## src/rtl/parity_xcvr_pkg.sv

```systemverilog
package parity_xcvr_pkg;

    typedef enum logic [1:0] {
        XM_OFF  = 2'd0,
        XM_A2B  = 2'd1,
        XM_B2A  = 2'd2,
        XM_DIAG = 2'd3
    } xfer_mode_e;

    typedef struct packed {
        logic flag;
    } flag_state_t;

endpackage

```

## src/rtl/parity_xcvr_mode.sv

```systemverilog
module parity_xcvr_mode
    import parity_xcvr_pkg::*;
(
    input  logic       a_oe_n,
    input  logic       b_oe_n,
    output xfer_mode_e mode
);

    always_comb begin
        case ({a_oe_n, b_oe_n})
            2'b10:   mode = XM_A2B;
            2'b01:   mode = XM_B2A;
            2'b00:   mode = XM_DIAG;
            default: mode = XM_OFF;
        endcase
    end

endmodule

```

## src/rtl/parity_xcvr_tree.sv

```systemverilog
module parity_xcvr_tree #(
    parameter int N = 9
) (
    input  logic [N-1:0] bits,
    output logic         odd
);

    logic [N:0] acc;

    assign acc[0] = 1'b0;

    for (genvar i = 0; i < N; i++) begin : g_xor
        assign acc[i+1] = acc[i] ^ bits[i];
    end

    assign odd = acc[N];

endmodule

```

## src/rtl/parity_xcvr_flag.sv

```systemverilog
module parity_xcvr_flag
    import parity_xcvr_pkg::*;
(
    input  logic clk,
    input  logic clear_n,
    input  logic sample_bad,
    output logic flag
);

    flag_state_t st_d;
    flag_state_t st_q;

    always_comb begin
        st_d      = st_q;
        st_d.flag = st_q.flag | sample_bad;
    end

    always_ff @(posedge clk or negedge clear_n) begin
        if (!clear_n) begin
            st_q <= '0;
        end else begin
            st_q <= st_d;
        end
    end

    assign flag = st_q.flag;


    sticky_hold_chk: assert property (@(posedge clk) disable iff (!clear_n)
        st_q.flag |=> st_q.flag);


    bad_sets_chk: assert property (@(posedge clk) disable iff (!clear_n)
        sample_bad |=> st_q.flag);


    clear_wins_chk: assert property (@(posedge clk)
        !clear_n |-> !st_q.flag);

endmodule

```

## src/rtl/parity_xcvr.sv

```systemverilog
module parity_xcvr
    import parity_xcvr_pkg::*;
#(
    parameter int W = 8
) (
    input  logic         clk,
    input  logic         clear_n,
    input  logic         a_oe_n,
    input  logic         b_oe_n,
    input  logic [W-1:0] a_in,
    output logic [W-1:0] a_out,
    output logic         a_drv,
    input  logic [W-1:0] b_in,
    output logic [W-1:0] b_out,
    output logic         b_drv,
    input  logic         par_in,
    output logic         par_out,
    output logic         par_drv,
    output logic         err_pull
);

    localparam int CHK_W = W + 1;

    xfer_mode_e     mode;
    logic           a_odd;
    logic [W-1:0]   chk_data;
    logic           chk_ninth;
    logic           chk_odd;
    logic           sample_bad;

    parity_xcvr_mode u_mode (
        .a_oe_n (a_oe_n),
        .b_oe_n (b_oe_n),
        .mode   (mode)
    );

    parity_xcvr_tree #(.N(W)) u_gen (
        .bits (a_in),
        .odd  (a_odd)
    );

    assign a_out   = b_in;
    assign b_out   = a_in;
    assign a_drv   = !a_oe_n;
    assign b_drv   = !b_oe_n;
    assign par_drv = !b_oe_n;
    // generated bit is ~a_odd; diagnostic mode drives it inverted
    assign par_out = (mode == XM_DIAG) ? a_odd : !a_odd;

    assign chk_data = b_oe_n ? b_in : a_in;

    always_comb begin
        case (mode)
            XM_A2B:  chk_ninth = par_out;
            XM_DIAG: chk_ninth = 1'b0;
            default: chk_ninth = par_in;
        endcase
    end

    parity_xcvr_tree #(.N(CHK_W)) u_chk (
        .bits ({chk_ninth, chk_data}),
        .odd  (chk_odd)
    );

    assign sample_bad = !chk_odd;

    parity_xcvr_flag u_flag (
        .clk        (clk),
        .clear_n    (clear_n),
        .sample_bad (sample_bad),
        .flag       (err_pull)
    );


    a2b_odd_chk: assert property (@(posedge clk) disable iff (!clear_n)
        (a_oe_n && !b_oe_n) |-> ((^{b_out, par_out}) && b_drv && par_drv && !a_drv));


    diag_even_chk: assert property (@(posedge clk) disable iff (!clear_n)
        (!a_oe_n && !b_oe_n) |-> (!(^{b_out, par_out}) && a_drv && b_drv));


    all_off_chk: assert property (@(posedge clk) disable iff (!clear_n)
        (a_oe_n && b_oe_n) |-> (!a_drv && !b_drv && !par_drv));


    a2b_no_err_chk: assert property (@(posedge clk) disable iff (!clear_n)
        (a_oe_n && !b_oe_n && !err_pull) |=> !err_pull);

endmodule

```

## config.mk

```make
export PLATFORM = sky130hd
export DESIGN_NAME = parity_xcvr
export DESIGN_NICKNAME = d
export VERILOG_FILES = /design/src/rtl/parity_xcvr_pkg.sv /design/src/rtl/parity_xcvr_mode.sv /design/src/rtl/parity_xcvr_tree.sv /design/src/rtl/parity_xcvr_flag.sv /design/src/rtl/parity_xcvr.sv
export SDC_FILE = /design/constraint.sdc
export NUM_CORES = 1
export LEC_CHECK = 0
export ABC_AREA = 0
export CAP_MARGIN = 20
export CORE_UTILIZATION = 22
export CTS_CLUSTER_DIAMETER = 120
export DETAILED_ROUTE_END_ITERATION = 16
export PLACE_DENSITY_LB_ADDON = 0.3
export SYNTH_ARGS = -nofsm -noshare
export SYNTH_HDL_FRONTEND = slang
export SYNTH_SLANG_ARGS = --single-unit
export TNS_END_PERCENT = 50
```

## constraint.sdc

```tcl
create_clock -name clk -period 0.86 [get_ports clk]
set_clock_uncertainty 0.15 [all_clocks]
set_input_delay 0.086 -clock clk [delete_from_list [all_inputs] [get_ports clk]]
set_output_delay 0.086 -clock clk [all_outputs]
set_load 0.005 [all_outputs]
```

# After elaboration in Yosys (flattened, before gate mapping)
# Index checks and enable logic that the tools add are counted.
word_totals:
  elab_cells: 30
  reg_bits: 1
  inputBits: 21
  output_inout_bits: 21
classes:
  n_mux: 4
  n_reduce_logical: 5
  n_eq_ne: 4
  bitwise_logic: 16
ops:
  columns: ["op", "n"]
  rows:
  - ["$xor 1x1->1", 15]
  - ["$mux 8", 1]
  - ["$pmux 2 s3", 1]
  - ["$eq 2x1->1 const B", 2]
  - ["$eq 2x2->1 const B", 2]
  - ["$logic_not 1->1", 4]
  - ["$logic_not 2->1", 1]
  - ["$pmux 1 s2", 1]
  - ["$mux 1", 1]
  - ["$or 1x1->1", 1]

# Logic depth before layout (Yosys ltp)
# Gate-level depths: netlist (run 1).
depth:
  word_depth: 13
  mapped_depth: 4
  depth_no_buf: 4

# Cells and area by module
# A second synthesis (run 1) with hierarchy kept.
unflattened:
  hier_cells: 51
  hier_area_um2: 480.5
by_module_without_submodules:
  columns: ["mod", "n_inst", "area_per_inst_um2", "cells_each", "seq_area_each_um2"]
  rows:
  - ["parity_xcvr", 1, 297.8, 33, 0.0]
  - ["parity_xcvr_tree (u_chk)", 1, 82.6, 7, 0.0]
  - ["parity_xcvr_tree (u_gen)", 1, 61.3, 7, 0.0]
  - ["parity_xcvr_flag", 1, 31.3, 2, 25.0]
  - ["parity_xcvr_mode", 1, 7.5, 2, 0.0]

# Worst setup path before layout (run 1)
# Ideal clock, no wire load.
synth_path:
  path_kind: "input port to flip-flop"
  startpoint: "input port b_in[3]"
  endpoint: "register u_flag.st_q (netlist: u_flag.flag)"
  cell_stages: 4
  setup_time_ps: 140
  arrival_ps: 886
  path_slack_ps: -316
  path_buffers: 0
  t_required_ps: 570
  cell_sequence: "xnor2_1 xnor3_1 xnor2_1 o221ai_1"
synth_via:
  elab_chain_len: 9
synth_lines:
  columns: ["item", "line", "source"]
  rows:
  - ["from (decl)", "parity_xcvr.sv:13", "input logic [W-1:0] b_in,"]
  - ["$mux 8", "parity_xcvr.sv:50", "assign chk_data = b_oe_n ? b_in : a_in;"]
  - ["$xor 1x1->1 (6 in series)", "parity_xcvr_tree.sv:13", "assign acc[i+1] = acc[i] ^ bits[i];"]
  - ["$logic_not 1->1", "parity_xcvr.sv:65", "assign sample_bad = !chk_odd;"]
  - ["$or 1x1->1", "parity_xcvr_flag.sv:15", "st_d.flag = st_q.flag | sample_bad;"]
  - ["via u_flag.st_d", "parity_xcvr_flag.sv:10", "flag_state_t st_d;"]
  - ["to (signal assigned)", "parity_xcvr_flag.sv:22", "st_q <= st_d;"]
  - ["to (decl)", "parity_xcvr_flag.sv:11", "flag_state_t st_q;"]
# The timed path passes the listed nets, and every way through them passes these cells.

# Worst setup path in the final report (run 1)
# Ends and elaborated chain as after synthesis.

==> results of run 1 <==
-- cell usage in the layout, fill, tap and decap left out --
| cell type | count |
|---|---|
| sky130_fd_sc_hd__xnor2_2 | 5 |
| sky130_fd_sc_hd__inv_1 | 2 |
| sky130_fd_sc_hd__clkdlybuf4s15_1 | 3 |
| sky130_fd_sc_hd__clkbuf_2 | 5 |
| sky130_fd_sc_hd__xnor2_1 | 5 |
| sky130_fd_sc_hd__nand2_1 | 1 |
| sky130_fd_sc_hd__dlygate4sd2_1 | 19 |
| sky130_fd_sc_hd__o221ai_1 | 1 |
| sky130_fd_sc_hd__buf_2 | 7 |
| sky130_fd_sc_hd__inv_2 | 1 |
| sky130_fd_sc_hd__xor2_1 | 3 |
| sky130_fd_sc_hd__buf_6 | 4 |
| sky130_fd_sc_hd__buf_4 | 3 |
| sky130_fd_sc_hd__clkdlybuf4s50_1 | 2 |
| sky130_fd_sc_hd__xnor3_1 | 1 |
| sky130_fd_sc_hd__xnor2_4 | 1 |
| sky130_fd_sc_hd__dfrtp_1 | 1 |
| sky130_fd_sc_hd__clkdlybuf4s15_2 | 1 |
-- metrics by stage --
step / cells / util / setup slack [ps] / total power, mW
3_5_place_dp: 79 / 0.484 / -1170 / 0.474
3_3_place_gp: 79 / 0.484 / -1150 / 0.472
5_1_grt: 80 / 0.462 / -499 / 0.487
2_1_floorplan: 38 / - / -269 / 0.270
6_report: 80 / 0.462 / -428 / 0.449
4_1_cts: 80 / 0.462 / -495 / 0.435
-- final cells by class --
class	count	area, um2	share of cell area
well taps	15	18.8	0.0301
flip-flops and latches	1	25.0	0.0401
repair buffers	44	355	0.569
multi-input cells	17	214	0.343
inverters	3	11.3	0.0180
-- critical path: cells and delay by family --
kind	cells	cell delay, ps
xor gates and xnor gates	3	700
AOI/OAI and AO/OA	1	110
buffers and inverters	1	100
-- kinds of logic (layout without fill, tap and decap cells) --
group	Yosys count	in the layout
xor+xnor	15	15
simple gates	1	1
flops	1	1
compound gates	1	1
buf+inv	20	47
-- routing by layer --
metal / part of all wire / wire (um) / track usage / vias to the layer above
met5: 0 / 0 / 0 / -
met4: 0 / 0 / 0 / 0
met3: 0.12 / 89 / 0.0109 / 0
met2: 0.59 / 451 / 0.187 / 19
met1: 0.29 / 221 / 0.0774 / 134
li1: - / - / - / 153
-- worst max path at each step --
stage                     startpoint                     to  slack (ps)  cells past startpoint
after CTS                    b_in[4]  u_flag.flag$_DFF_PN0_        -500                      5
after global placement       a_in[5]                par_out       -1150                      6
final                        b_in[3]  u_flag.flag$_DFF_PN0_        -430                      5
after global routing         b_in[3]  u_flag.flag$_DFF_PN0_        -500                      5
after floorplan              b_in[5]  u_flag.flag$_DFF_PN0_        -270                      4
after detailed placement     a_in[5]                par_out       -1170                      6
-- power by group through the flow --
stage / clock, mW / combinational [mW] / sequential (mW)
final: 0 / 0.401 / 0.0479
after global routing: 0 / 0.439 / 0.0479
after CTS: 0 / 0.387 / 0.0479
after detailed placement: 0 / 0.426 / 0.0479
after global placement: 0 / 0.425 / 0.0479
after floorplan: 0 / 0.222 / 0.0479
-- what timing repair did --
item                                    4_1_cts  5_1_grt
endpoints found under the hold margin         0        0
resized for setup                            86       12
endpoints found under the setup margin       22        5
pin swaps                                    16       11
setup buffers                                 1        0
==> results, run 1 <==
- Entering global routing, the biggest net connects 4 pins.
- IR analysis of the VDD net gives a maximum drop of 0.000373 V.
- The clock-pin transition on the worst setup and hold timing paths is 0 ps.
- The total die area is 1650 um2.
- Summed over all nets, the half-perimeter wirelength after detailed placement is 642 um.
- The number of nets still failing antenna checks after routing is 0.
- The global placer's final weighted congestion is 0.546.
- The initial utilization of the core area, before any placement, comes to 0.244.
- The commonest cells after synthesis are 17 x sky130_fd_sc_hd__buf_4, 10 x sky130_fd_sc_hd__xnor2_1, 3 x sky130_fd_sc_hd__inv_1, 3 x sky130_fd_sc_hd__xor2_1.
- The final reports fail on negative setup slack.
- The multiplexer share of the synthesized area is 0.
- Setup violations remaining at the end of the flow were counted as 3.
- The number of hold-slack violations in the final timing report was 0.
- The detailed router finished its first iteration with 0 violations.
- Of the total synthesized cell area, the portion taken by AND, OR, NAND and NOR gates is 0.0114.
- The synthesis-to-layout area growth is 89.7%.
- The largest driver fanout on the critical path is 2.
- Of the available clock period, the critical path in the final layout requires 1.50.
- The mean cell area of the mapped netlist is 8.66 um2.
- Measured against its own limit, the worst slew margin works out to 0.851.
- The number of inserted diodes is 0.
- The worst hold margin is 85.8 ps.
- The worst register-to-register path ends at u_flag.flag$_DFF_PN0_.
- Setup repair after global routing could not meet its margin everywhere.
- For this run, the detailed router's first-pass iteration total came to 1.
- After synthesis the cells add up to 329 um2.
- 42 I/O pins were placed.
- In this run, post-CTS hold repair placed 0 buffers.
- The horizontal die dimension is 40.7 um.
- Internal power comes to 304 uW.
- The number of maximum-capacitance violations is 0.
- The worst min-delay path category is in2async.
- The floorplan step defined a core boundary enclosing 1350 um2.
- The flip-flop count of the largest register, all copies and words added is 1.
- The worst path arrival time is 1000 ps.
- The combinational share of power is 0.893.
- The initial antenna violation count is 0.
- In this run, synthesis inferred 0 flip-flops with an integrated enable.
- The library cell with the largest summed area after synthesis is sky130_fd_sc_hd__buf_4.
- The critical path endpoint category is a register.
- The via count of the first global-routing pass is 249.
- The worst setup path is launched from an input pin.
- The total placed instance area is 653 um2.
- The smallest setup slack after layout is -428 ps.
- The aggregate global-route resource usage is 0.0820.
- The floorplan has 13 rows.
- After the last flow step, the layout net total stands at 88.
- The reported net switching power is 145 uW.
- The share of Yosys cell area claimed by the top area cell type is 0.388.
- The launching point of the worst reg2reg path is u_flag.flag$_DFF_PN0_.
- For this design the ratio of total power to cell area is 719 nW/um2.
- The number of port buffers is 41.
- By area, the combinational part of the netlist is dominated by XOR/XNOR gates.
- The synthesized flop and latch total is 1.
- The number of DRC violations after detailed routing is 0.
- The Yosys warning count is 0.
- The first-pass GRT wire length is 931 um.
- The post-synthesis xor/xnor area fraction is 0.464.
- For the worst flop-to-flop path, the logic depth is 2.
- For this run, the leading register cell type out of synthesis is sky130_fd_sc_hd__dfrtp_1.
- Of the total power, the clock network draws 0.
- The compound-gate portion of the synthesized area came to 0.0266.
- The type of the worst setup path is in2reg.
- Counting every instance in the synthesized netlist gives 38.
- After detailed routing, the average wire length per cell comes to 9.53 um.
- The die height is 40.7 um.
- In the synthesized netlist the async set-or-reset flop fraction comes to 1.00.
- The net count after synthesis is 59.
- After routing, the total negative slack on setup checks comes to -881 ps.
- The time the final worst path needs with I/O delays and setup is 1290 ps.
- Traced cell by cell, the critical path runs through buf_6 -> xnor2_2 -> xnor3_1 -> xnor2_1 -> o221ai_1.
- Yosys instantiated no cell more often than sky130_fd_sc_hd__buf_4.
- Across all layers, the routed design uses 306 vias.
- The run finished, with violations left.
- The share of power burned in registers is 0.107.
- The adder-cell share of the synthesized area is 0.
- The final count of pins violating max slew is 0.
- By area the synthesized netlist is led by sky130_fd_sc_hd__buf_4 39%, sky130_fd_sc_hd__xnor2_1 27%, sky130_fd_sc_hd__xor2_1 8.0%, sky130_fd_sc_hd__dfrtp_1 7.6%, sky130_fd_sc_hd__xnor3_1 6.8%.
- For the pin with the worst max-slew slack, the measured transition is 221 ps.
- For the worst-skew pair, the clock arrives at the later sink with an insertion delay of 0 ps.
- The reported leakage power is 0.330 nW.
- The fraction of final layout cells sized beyond drive strength 1 is 0.415.
- STA puts the critical path data required time at 570 ps.
- After filler insertion, the fill cell instance count of the layout stands at 150.
- For this run, the register share of the synthesized area comes to 0.0760.
- The delay of the slowest cell on the worst path is 420 ps.
- In this run, distinct cell masters in the synthesized netlist total 9.
- Of the total power, the share spent switching nets is 0.323.
- For this run, the top clock speed supported by timing is 0.776 GHz.
- For flop-to-flop paths, the worst setup slack is 80 ps.
- The slowest cell on the critical path is sky130_fd_sc_hd__xnor3_1.
- The number of vias per cell is 3.83.
- After global routing the overflow that remains totals 0.
- The post-layout instance area is 624 um2.
- Summed over all layers, the routed wires come to 762 um.
Power figures use the tool's default switching activity.
==> inputs of run 2 (changes only) <==
--- a/config.mk
+++ b/config.mk
@@ -11,6 +11,7 @@
 export CTS_CLUSTER_DIAMETER = 120
 export DETAILED_ROUTE_END_ITERATION = 16
 export PLACE_DENSITY_LB_ADDON = 0.3
+export SLEW_MARGIN = 10
 export SYNTH_ARGS = -nofsm -noshare
 export SYNTH_HDL_FRONTEND = slang
 export SYNTH_SLANG_ARGS = --single-unit
==> results of run 2 <==
Final layout, timing and power as in run 1 (identical DEF).
